## src/rtl/serial_tx_pkg.sv

```systemverilog
`timescale 1ns/1ps
package serial_tx_pkg;

    localparam int MAX_BITS = 12;
    localparam int FRAME_W  = 9;
    localparam int IDX_W    = FRAME_W - 4;

    typedef logic [MAX_BITS-1:0] char_t;

    typedef enum logic [1:0] {
        PAR_ODD   = 2'b00,
        PAR_EVEN  = 2'b01,
        PAR_MARK  = 2'b10,
        PAR_SPACE = 2'b11
    } par_kind_e;

    typedef struct packed {
        logic [3:0]         wlen;
        logic               par_on;
        par_kind_e          kind;
        logic [FRAME_W-1:0] last_tick;
    } frame_fmt_t;

    function automatic logic calc_parity(char_t d, logic [3:0] wlen, par_kind_e k);
        logic x;
        x = 1'b0;
        for (int i = 0; i < MAX_BITS; i++)
            if (i < int'(wlen)) x ^= d[i];
        case (k)
            PAR_ODD:   return ~x;
            PAR_EVEN:  return x;
            PAR_MARK:  return 1'b1;
            default:   return 1'b0;
        endcase
    endfunction

    function automatic logic frame_bit(char_t d, frame_fmt_t f, logic [IDX_W-1:0] idx);
        logic [IDX_W-1:0] w;
        w = IDX_W'(f.wlen);
        if (idx == '0)
            return 1'b0;
        else if (idx <= w)
            return d[4'(idx - 1'b1)];
        else if (f.par_on && idx == w + 1'b1)
            return calc_parity(d, f.wlen, f.kind);
        else
            return 1'b1;
    endfunction

endpackage

```

## src/rtl/serial_tx_queue.sv

```systemverilog
`timescale 1ns/1ps
module serial_tx_queue
    import serial_tx_pkg::*;
#(
    parameter int DEPTH = 8,
    localparam int AW   = $clog2(DEPTH),
    localparam int CW   = $clog2(DEPTH + 1)
) (
    input  logic          clk,
    input  logic          rst,
    input  logic          wr_en,
    input  char_t         wr_data,
    input  logic          en,
    input  logic          clr,
    input  logic          pop,
    output char_t         head,
    output logic          full,
    output logic          empty,
    output logic [CW-1:0] count
);

    char_t         mem [DEPTH];
    logic [AW-1:0] rptr, wptr;
    logic [CW-1:0] cap;
    logic          accept;

    assign cap    = en ? CW'(DEPTH) : CW'(1);
    assign full   = count >= cap;
    assign empty  = count == '0;
    assign head   = mem[rptr];
    assign accept = wr_en && !full;

    always_ff @(posedge clk) begin
        if (accept && !clr) mem[wptr] <= wr_data;
    end

    always_ff @(posedge clk) begin
        if (rst || clr) begin
            rptr  <= '0;
            wptr  <= '0;
            count <= '0;
        end else begin
            if (accept) wptr <= wptr + 1'b1;
            if (pop)    rptr <= rptr + 1'b1;
            case ({accept, pop})
                2'b10:   count <= count + 1'b1;
                2'b01:   count <= count - 1'b1;
                default: count <= count;
            endcase
        end
    end

    assert_drop_when_full_R8: assert property (@(posedge clk) disable iff (rst)
        (full && wr_en && !pop && !clr) |=> count == $past(count));
    assert_single_cap_R9: assert property (@(posedge clk) disable iff (rst)
        (!en && count == CW'(1) && wr_en && !pop && !clr) |=> count == CW'(1));
    assert_clear_empties_R10: assert property (@(posedge clk) disable iff (rst)
        clr |=> empty);
    assert_occupancy_up_R11: assert property (@(posedge clk) disable iff (rst)
        (!clr && wr_en && !full && !pop) |=> count == $past(count) + 1'b1);

endmodule

```

## src/rtl/serial_tx_shifter.sv

```systemverilog
`timescale 1ns/1ps
module serial_tx_shifter
    import serial_tx_pkg::*;
(
    input  logic       clk,
    input  logic       rst,
    input  logic       tick16,
    input  logic       cts,
    input  logic       brk,
    input  logic       clr,
    input  logic       empty,
    input  char_t      head,
    input  frame_fmt_t fmt,
    output logic       pop,
    output logic       txd
);

    logic               busy;
    logic [FRAME_W-1:0] tcnt;
    char_t              cur;
    logic               line;

    assign pop  = !busy && tick16 && !empty && cts && !brk && !clr;
    assign line = busy ? frame_bit(cur, fmt, tcnt[FRAME_W-1:4]) : 1'b1;
    assign txd  = brk ? 1'b0 : line;

    always_ff @(posedge clk) begin
        if (rst) begin
            busy <= 1'b0;
            tcnt <= '0;
            cur  <= '0;
        end else if (pop) begin
            busy <= 1'b1;
            tcnt <= '0;
            cur  <= head;
        end else if (busy && tick16) begin
            if (tcnt == fmt.last_tick) busy <= 1'b0;
            else                       tcnt <= tcnt + 1'b1;
        end
    end

    assert_tick_advance_R2: assert property (@(posedge clk) disable iff (rst)
        (busy && tick16 && tcnt != fmt.last_tick) |=> tcnt == $past(tcnt) + 1'b1);
    assert_frame_end_R5: assert property (@(posedge clk) disable iff (rst)
        (busy && tick16 && tcnt == fmt.last_tick) |=> !busy);
    assert_cts_hold_R6: assert property (@(posedge clk) disable iff (rst)
        (!busy && !cts) |=> !busy);
    assert_break_hold_R7: assert property (@(posedge clk) disable iff (rst)
        (!busy && brk) |=> !busy);

endmodule

```

## src/rtl/serial_tx.sv

```systemverilog
`timescale 1ns/1ps
module serial_tx
    import serial_tx_pkg::*;
#(
    parameter int DEPTH = 8,
    localparam int CW   = $clog2(DEPTH + 1)
) (
    input  logic          clk,
    input  logic          rst,
    input  logic          tick16,
    input  logic          wr_en,
    input  logic [11:0]   wr_data,
    input  logic          q_enable,
    input  logic          q_clear,
    input  logic          cts,
    input  logic          brk,
    input  logic [3:0]    word_len,
    input  logic [2:0]    parity_mode,
    input  logic [8:0]    frame_last,
    output logic          txd,
    output logic          full,
    output logic          empty,
    output logic [CW-1:0] count
);

    frame_fmt_t fmt;
    char_t      head;
    logic       pop;

    assign fmt.wlen      = word_len;
    assign fmt.par_on    = parity_mode[0];
    assign fmt.kind      = par_kind_e'(parity_mode[2:1]);
    assign fmt.last_tick = frame_last;

    serial_tx_queue #(.DEPTH(DEPTH)) u_queue (
        .clk     (clk),
        .rst     (rst),
        .wr_en   (wr_en),
        .wr_data (wr_data),
        .en      (q_enable),
        .clr     (q_clear),
        .pop     (pop),
        .head    (head),
        .full    (full),
        .empty   (empty),
        .count   (count)
    );

    serial_tx_shifter u_shift (
        .clk    (clk),
        .rst    (rst),
        .tick16 (tick16),
        .cts    (cts),
        .brk    (brk),
        .clr    (q_clear),
        .empty  (empty),
        .head   (head),
        .fmt    (fmt),
        .pop    (pop),
        .txd    (txd)
    );

    assert_idle_high_R1: assert property (@(posedge clk)
        $past(rst) |-> (txd || brk) && empty && !full);

endmodule

```

## config.mk

```make
export PLATFORM = sky130hd
export DESIGN_NAME = serial_tx
export DESIGN_NICKNAME = d
export VERILOG_FILES = /design/src/rtl/serial_tx_pkg.sv /design/src/rtl/serial_tx_queue.sv /design/src/rtl/serial_tx_shifter.sv /design/src/rtl/serial_tx.sv
export SDC_FILE = /design/constraint.sdc
export NUM_CORES = 1
export LEC_CHECK = 0
export ABC_CLOCK_PERIOD_IN_PS = 5100
export BUFFER_PORTS_ARGS = -buffer_cell sky130_fd_sc_hd__buf_2
export CORE_ASPECT_RATIO = 1.1
export CORE_MARGIN = 2
export CORE_UTILIZATION = 45
export DETAILED_ROUTE_END_ITERATION = 10
export SLEW_MARGIN = 20
export SYNTH_ARGS = -nofsm -noshare
export SYNTH_HDL_FRONTEND = slang
export SYNTH_SLANG_ARGS = --single-unit
```

## constraint.sdc

```tcl
create_clock -name clk -period 5.1 [get_ports clk]
set_input_delay 0.765 -clock clk [delete_from_list [all_inputs] [get_ports clk]]
set_output_delay 0.765 -clock clk [all_outputs]
set_load 0.05 [all_outputs]
```

* After elaboration in Yosys (flattened, before gate mapping)
Memory sizes are Yosys's and may differ from the RTL's. A register that Yosys moved wholly into a read port is not among the register bits.
Index checks and enable logic that the tools add are counted.
** Storage, ports and cells
- Bits in writable memories :: 96
- Output and inout bits :: 7
- Bits of input ports :: 36
- Register bits :: 20
- Word-level logic and storage cells :: 134
- Memories kept :: 1
** Cells by class
- Multiplexer cells :: 63
- Add/sub/neg operators :: 7
- Reduce and logical (&&, ||, !) cells :: 24
- Equal/unequal tests :: 6
- $lt $le $gt $ge :: 15
- Bitwise gates (word level) :: 13
** Memory list
- u_queue.mem :: depth 8, width 12, rd ports 1, clocked after Yosys merged registers in 1, wr ports 1, RTL line serial_tx_queue.sv:22 : char_t mem [DEPTH];
** Operator list (count)
- 1-bit two-way mux :: 59
- 3-bit by 4-bit < comparator with 1-bit output (first input constant) :: 4
- 4-bit < comparator (first input constant) :: 4
- 1-bit bitwise XOR :: 11
- 9-bit by 1-bit adder with 9-bit output (second input constant) :: 1
- 9-bit == test :: 1
- 1-bit logical AND :: 9
- 1-bit by 4-bit < comparator with 1-bit output (first input constant) :: 2
- 2-bit by 4-bit < comparator with 1-bit output (first input constant) :: 2
- 4-bit case mux with 2 select lines :: 1
- 4-bit by 1-bit subtractor with 4-bit output (second input constant) :: 2
- 3-bit by 1-bit adder with 3-bit output (second input constant) :: 2
- 2-bit nonzero test :: 3
- 4-bit by 1-bit adder with 5-bit output (second input constant) :: 1
- 5-bit == test :: 1
- 5-bit by 4-bit <= comparator with 1-bit output :: 1
- 1-bit zero test :: 5
- 5-bit zero test :: 1
- 4-bit by 5-bit < comparator with 1-bit output (second input constant) :: 1
- 4-bit by 1-bit adder with 4-bit output (second input constant) :: 1
- 1-bit binary-select mux with 4-bit select :: 1
- 2-bit by 1-bit == test with 1-bit output (second input constant) :: 2
- 2-bit == test (second input constant) :: 2
- 4-bit >= comparator :: 1
- other kinds (8) :: 10

* Depth between registers and ports, before layout
- Depth after elaboration :: 68
- Gate-level depth with buffers :: 12
- Depth with buffers taken out :: 12

* Modules after synthesis
Synthesis repeated with hierarchy kept, for this count alone.
** Second synthesis, totals
- Cell total of the unflattened synthesis :: 431
- Area, all modules :: 5989.5 um^2
** Modules (own cells, without submodules)
- serial_tx_queue :: seq. area each 3143.0 um^2, times used 1, area an instance 4329.2 um^2, cells an instance 223
- serial_tx_shifter :: seq. area each 440.4 um^2, times used 1, area an instance 1660.3 um^2, cells an instance 208

* Worst setup path after synthesis
No wires, ideal clock.
- Kind :: register to register
- Start point :: register u_queue.count[0]
- End point :: register u_queue.count[3]
- Setup slack :: 0.850 ns
- Library setup time :: 0.071 ns
- Data required time :: 5.029 ns
- Arrival :: 4.180 ns
- Clock period less this slack :: 4.250 ns
- Path buffers :: 2
- Cell stages (with the launch flop) :: 12
- Cells stage by stage :: dfxtp_1 nor4_1 nor3_1 clkbuf_1 clkbuf_1 ha_1 ha_1 a21o_1 a21oi_1 xnor2_1 or3_1 a21oi_1
** On the way
- Word-level cells in the longest chain between the ends :: 8
- Elaborated cells between the ends (all ways) :: 15
- Those cells by class :: add/sub (2); order compare (1); eq/ne (2); mux (1); reduce/logical (9)
** RTL lines
- from (decl) :: RTL line serial_tx_queue.sv:19 : output logic [CW-1:0] count
- from (signal assigned) :: RTL line serial_tx_queue.sv:46 : 2'b10: count <= count + 1'b1;
- from (signal assigned) :: RTL line serial_tx_queue.sv:47 : 2'b01: count <= count - 1'b1;
- from (signal assigned) :: RTL line serial_tx_queue.sv:48 : default: count <= count;
- 4-bit zero test (*) :: RTL line serial_tx_queue.sv:29 : assign empty = count == '0;
- via empty :: RTL line serial_tx.sv:22 : output logic empty,
- 1-bit zero test (*) :: RTL line serial_tx_shifter.sv:23 : assign pop = !busy && tick16 && !empty && cts && !brk && !clr;
- 1-bit logical AND (*) (4 in series) :: RTL line serial_tx_shifter.sv:23
- via pop :: RTL line serial_tx.sv:28 : logic pop;
- 2-bit by 1-bit == test with 1-bit output or 2-bit == test (tied branches) :: RTL line serial_tx_queue.sv:45 : case ({accept, pop})
- 4-bit case mux with 2 select lines or 2-bit nonzero test (tied branches)
Mark *: on every way through the listed nets, which the timed path passes. The rest lies on a longest branch.
A chain may end at the register's enable or synchronous reset.

* Final worst setup path
- Start point :: input port word_len[1]
- End point :: output port txd
** On the way
- Word-level cells in the longest chain between the ends :: 67
- Elaborated cells between the ends (all ways) :: 82
- Those cells by class :: add/sub (1); order compare (13); eq/ne (1); mux (54); bitwise (12); reduce/logical (1)
** RTL lines
- from (decl) :: RTL line serial_tx.sv:17 : input logic [3:0] word_len,
- 1-bit by 4-bit < comparator with 1-bit output :: RTL line serial_tx_pkg.sv:28 : if (i < int'(wlen)) x ^= d[i];
- 1-bit two-way mux :: RTL line serial_tx_pkg.sv:28
- 1-bit two-way mux :: RTL line serial_tx_pkg.sv:44 : else if (f.par_on && idx == w + 1'b1)
- 1-bit two-way mux :: RTL line serial_tx_pkg.sv:42 : else if (idx <= w)
- 1-bit two-way mux :: RTL line serial_tx_pkg.sv:40 : if (idx == '0)
- 1-bit bitwise XOR :: RTL line serial_tx_pkg.sv:28
- 1-bit two-way mux :: RTL line serial_tx_pkg.sv:28
- 1-bit two-way mux :: RTL line serial_tx_pkg.sv:44
- [51 not listed]
- 1-bit two-way mux :: RTL line serial_tx_pkg.sv:40
- 1-bit NOT :: RTL line serial_tx_pkg.sv:30 : PAR_ODD: return ~x;
- 1-bit case mux with 3 select lines :: RTL line serial_tx_pkg.sv:29 : case (k)
- 1-bit two-way mux :: RTL line serial_tx_pkg.sv:44
- 1-bit two-way mux (*) :: RTL line serial_tx_pkg.sv:42
- 1-bit two-way mux (*) :: RTL line serial_tx_pkg.sv:40
- 1-bit two-way mux (*) :: RTL line serial_tx_shifter.sv:24 : assign line = busy ? frame_bit(cur, fmt, tcnt[FRAME_W-1:4]) : 1'b1;
- 1-bit two-way mux (*) :: RTL line serial_tx_shifter.sv:25 : assign txd = brk ? 1'b0 : line;
- to (decl) :: RTL line serial_tx.sv:20 : output logic txd,
Every way passes the cells marked *; elsewhere a longest branch is shown, timed or not. The select of a mux whose other input is x is not followed.

==> results.toml <==
[timing]
timing.final.crit_period_ns = 4.00
finalSetupTns_ns = 0
maxSlewViolCount = 0
worstMarginPinSlew_ns = 0.956
rsz0062_at_grt = "no"
fmax_ghz = 0.250
timing.final.hold_violations = 0
timing.max_slew.rel_slack_pct = 36.3
finClkSkew_ns = 0.00666
setup_viol_count_final = 0
final.period_utilization_pct = 78.3

[clocking]
htree_levels = 4
postCtsHoldBufs = 0
clock_latency_ns = 0.41
cts-root-to-sink-buffers = 2
post_cts.resized_instances = 0
tritoncts = "built"
post_cts.repair.setup_buffers = 0
numClockSinks = 128
cts_buffers = 17
worst_setup_hold_path_clk_slew_ns = 0.05
cts-root-buf = "sky130_fd_sc_hd__clkbuf_16"

[route]
drc_violations_left = 0
detailroute.wirelength.met3_um = 354
topRoutingLayerUsed = "met4"
first_iter_violations = 214
wl_met2_um = 5680
met1_length_um = 5000
vias = 3462
viasPerCell = 5.51
detail-route-antenna-nets = 0
detail_route.wirelength_um = 11200
dr.pass1.iters = 4
route.detailed.wl_per_inst_um = 17.8

[final_layout]
fin_cells = 628
layout_commonest_cell = "sky130_fd_sc_hd__edfxtp_1"
regArea_um2 = 3520
fillerInstances = 1065
areaGrowthSynthToFinish_pct = 17.4
post-route-util_pct = 53.9
combined_area_of_the_multi_input_logic_cells_um2 = 2170
final_layout_size_suffix_gt1_share_pct = 25.9
num_antenna_cells = 0
layout.cells.most_common_list = "sky130_fd_sc_hd__edfxtp_1, sky130_fd_sc_hd__nor2_1, sky130_fd_sc_hd__buf_2"
final_net_count = 512

[synth]
synth.ff_latch_count = 128
synth_top_flop_cell = "sky130_fd_sc_hd__edfxtp_1"
postSynthNetCount = 460
syn_area_per_cell_um2 = 14.3
synthesis.yosys.warnings = 0
post-synth-top-area-cell = "sky130_fd_sc_hd__edfxtp_1"
yosys.cell_types.count = 46
synthesis.area_um2 = 5790
yosys-top-cells-area = "sky130_fd_sc_hd__edfxtp_1, sky130_fd_sc_hd__dfxtp_1, sky130_fd_sc_hd__mux4_2"
asyncSetResetFlopFracSynth_pct = 0
synth.yosys.seq_area_share_pct = 60.9
synthesis.instances = 406
synth_enable_flop_cells = 96
synth_top_area_share_pct = 49.8

[placement]
placed_cells_incl_taps = 596
number_of_buffers_inserted_by_port_buffering = 42
place.gp.congestion = 0.800
place_hpwl_um = 7140

[run]
cap_violations = 0

[die]
fp.dieW_um = 112
effective_utilization_at_floorplan_pct = 46.0
placeableCoreArea_um2 = 12600
ioPinCount = 43
dieArea_um2 = 13800
die-height_um = 123
std_cell_rows = 43

[setup_path]
r2r_slack_ns = 1.61
worst_ep_arrival_time_ns = 3.23
crit_end = "txd"
r2r-end = "u_queue.count[3]"
critPathCaptureType = "output port"
worstSetupStartpoint = "word_len[1]"
worst_r2r_startpoint = "u_queue.count[0]"
required_ns = 4.34
timing.reg2reg.worst_path_depth = 12
critical_path.max_fanout = 8
worstSetupPathType = "in -> out"
setup.worst_path.start_class = "input pin"

[power_and_ir_drop]
total_leakage_power_nw = 2.34
power.ir.vdd_worst_uv = 301
cellPowerDensity_nw_per_um2 = 349

[global_route]
grt_usage_pct = 17.7
antenna_violations_before_repair = 0
grt_pass1_vias = 3488
largest_net_degree_at_the_start_of_global_routing = 30
grt_first_pass_wirelength_um = 18400
grt.overflow.total = 0

[run_status]
status = "completed"

[hold_path]
holdCritPathClass = "reg -> reg"
[worst min path at each step]
stage                           from               end  slack [ns]  cells past startpoint
global route          u_shift.cur[7]    u_shift.cur[7]        0.58                      2
detailed placement  u_queue.count[3]  u_queue.count[3]        0.53                      2
CTS                 u_queue.count[3]  u_queue.count[3]        0.54                      2
floorplan             u_shift.cur[3]    u_shift.cur[3]        0.49                      2
global placement    u_queue.count[3]  u_queue.count[3]        0.52                      2
finish              u_queue.count[3]  u_queue.count[3]        0.54                      2
[critical path: stages]
cell and delay (ns):
sky130_fd_sc_hd__buf_2 0.16, sky130_fd_sc_hd__inv_2 0.07, sky130_fd_sc_hd__ha_1 0.24, sky130_fd_sc_hd__a41o_1 0.25, sky130_fd_sc_hd__or4_1 0.48, sky130_fd_sc_hd__xor2_1 0.17, sky130_fd_sc_hd__xnor2_1 0.26, sky130_fd_sc_hd__mux2i_1 0.25
sky130_fd_sc_hd__mux2i_1 0.11, sky130_fd_sc_hd__a211oi_2 0.20, sky130_fd_sc_hd__buf_2 0.29
[state kept, by name (all words and copies together), names as in the netlist]
| signal | count |
|---|---|
| u_queue.rptr | 3 |
| u_shift.busy | 1 |
| u_queue.count | 4 |
| u_queue.wptr | 3 |
| u_queue.mem | 96 |
| u_shift.tcnt | 9 |
| u_shift.cur | 12 |
[logic make-up after synthesis]
logic type	Yosys count	share of synthesized area [%]
compound gates	50	5.84
fa+ha+maj	18	4.02
flops	128	60.9
mux	45	13.6
buf+inv	32	2.23
xor+xnor	33	5.00
simple gates	100	8.39
[cells in the mapped netlist, types with 2 or more instances]
master	n
sky130_fd_sc_hd__buf_2	7
sky130_fd_sc_hd__nand4_1	5
sky130_fd_sc_hd__mux2i_1	18
sky130_fd_sc_hd__nor3_1	7
sky130_fd_sc_hd__a211oi_1	12
sky130_fd_sc_hd__nand4b_1	3
sky130_fd_sc_hd__inv_1	12
sky130_fd_sc_hd__nor4_1	3
sky130_fd_sc_hd__and3_1	2
sky130_fd_sc_hd__or3_1	2
sky130_fd_sc_hd__xor2_1	19
sky130_fd_sc_hd__nand3b_1	2
sky130_fd_sc_hd__o21a_1	3
sky130_fd_sc_hd__xnor2_1	14
sky130_fd_sc_hd__nor2b_1	4
sky130_fd_sc_hd__o21ai_0	6
sky130_fd_sc_hd__or2_2	2
sky130_fd_sc_hd__nand3_1	5
sky130_fd_sc_hd__o221ai_1	2
sky130_fd_sc_hd__nor2_1	45
sky130_fd_sc_hd__a21o_1	3
sky130_fd_sc_hd__ha_1	17
sky130_fd_sc_hd__a21oi_1	14
sky130_fd_sc_hd__mux4_2	27
sky130_fd_sc_hd__edfxtp_1	96
sky130_fd_sc_hd__or4b_2	2
sky130_fd_sc_hd__dfxtp_1	32
sky130_fd_sc_hd__clkbuf_1	11
sky130_fd_sc_hd__nand2_1	14
[per-layer routing]
metal,GRT usage [%],up-vias
met2,30.3,57
li1,-,1653
met4,6.40,0
met5,0,-
met1,22.0,1740
met3,4.66,12
[stage by stage]
stage	worst slack (ns)	cell area [um^2]	total power [mW]	hold WS, ns
floorplan	0.850	5790	1.20	0.486
global placement	1.15	6220	1.24	0.515
detailed placement	1.10	6220	1.24	0.529
CTS	1.08	6790	2.39	0.537
global route	0.829	6790	2.45	0.575
finish	1.10	6790	2.37	0.538
[report_power, final]
group	total, mW	internal (mW)	switching, mW
Sequential	1.13	1.13	0.00400
Combinational	0.0892	0.0340	0.0552
Clock	1.15	0.714	0.437
Total	2.37	1.87	0.496
[layout make-up]
| class | instances | area share [%] |
|---|---|---|
| multi-input combinational | 246 | 31.9 |
| tap | 157 | 2.89 |
| inverter | 13 | 0.718 |
| sequential | 128 | 51.9 |
| clock inverter | 15 | 2.14 |
| timing repair buffer | 52 | 4.20 |
| clock buffer | 17 | 6.26 |
Note: power is estimated with default switching activity, not from simulation.
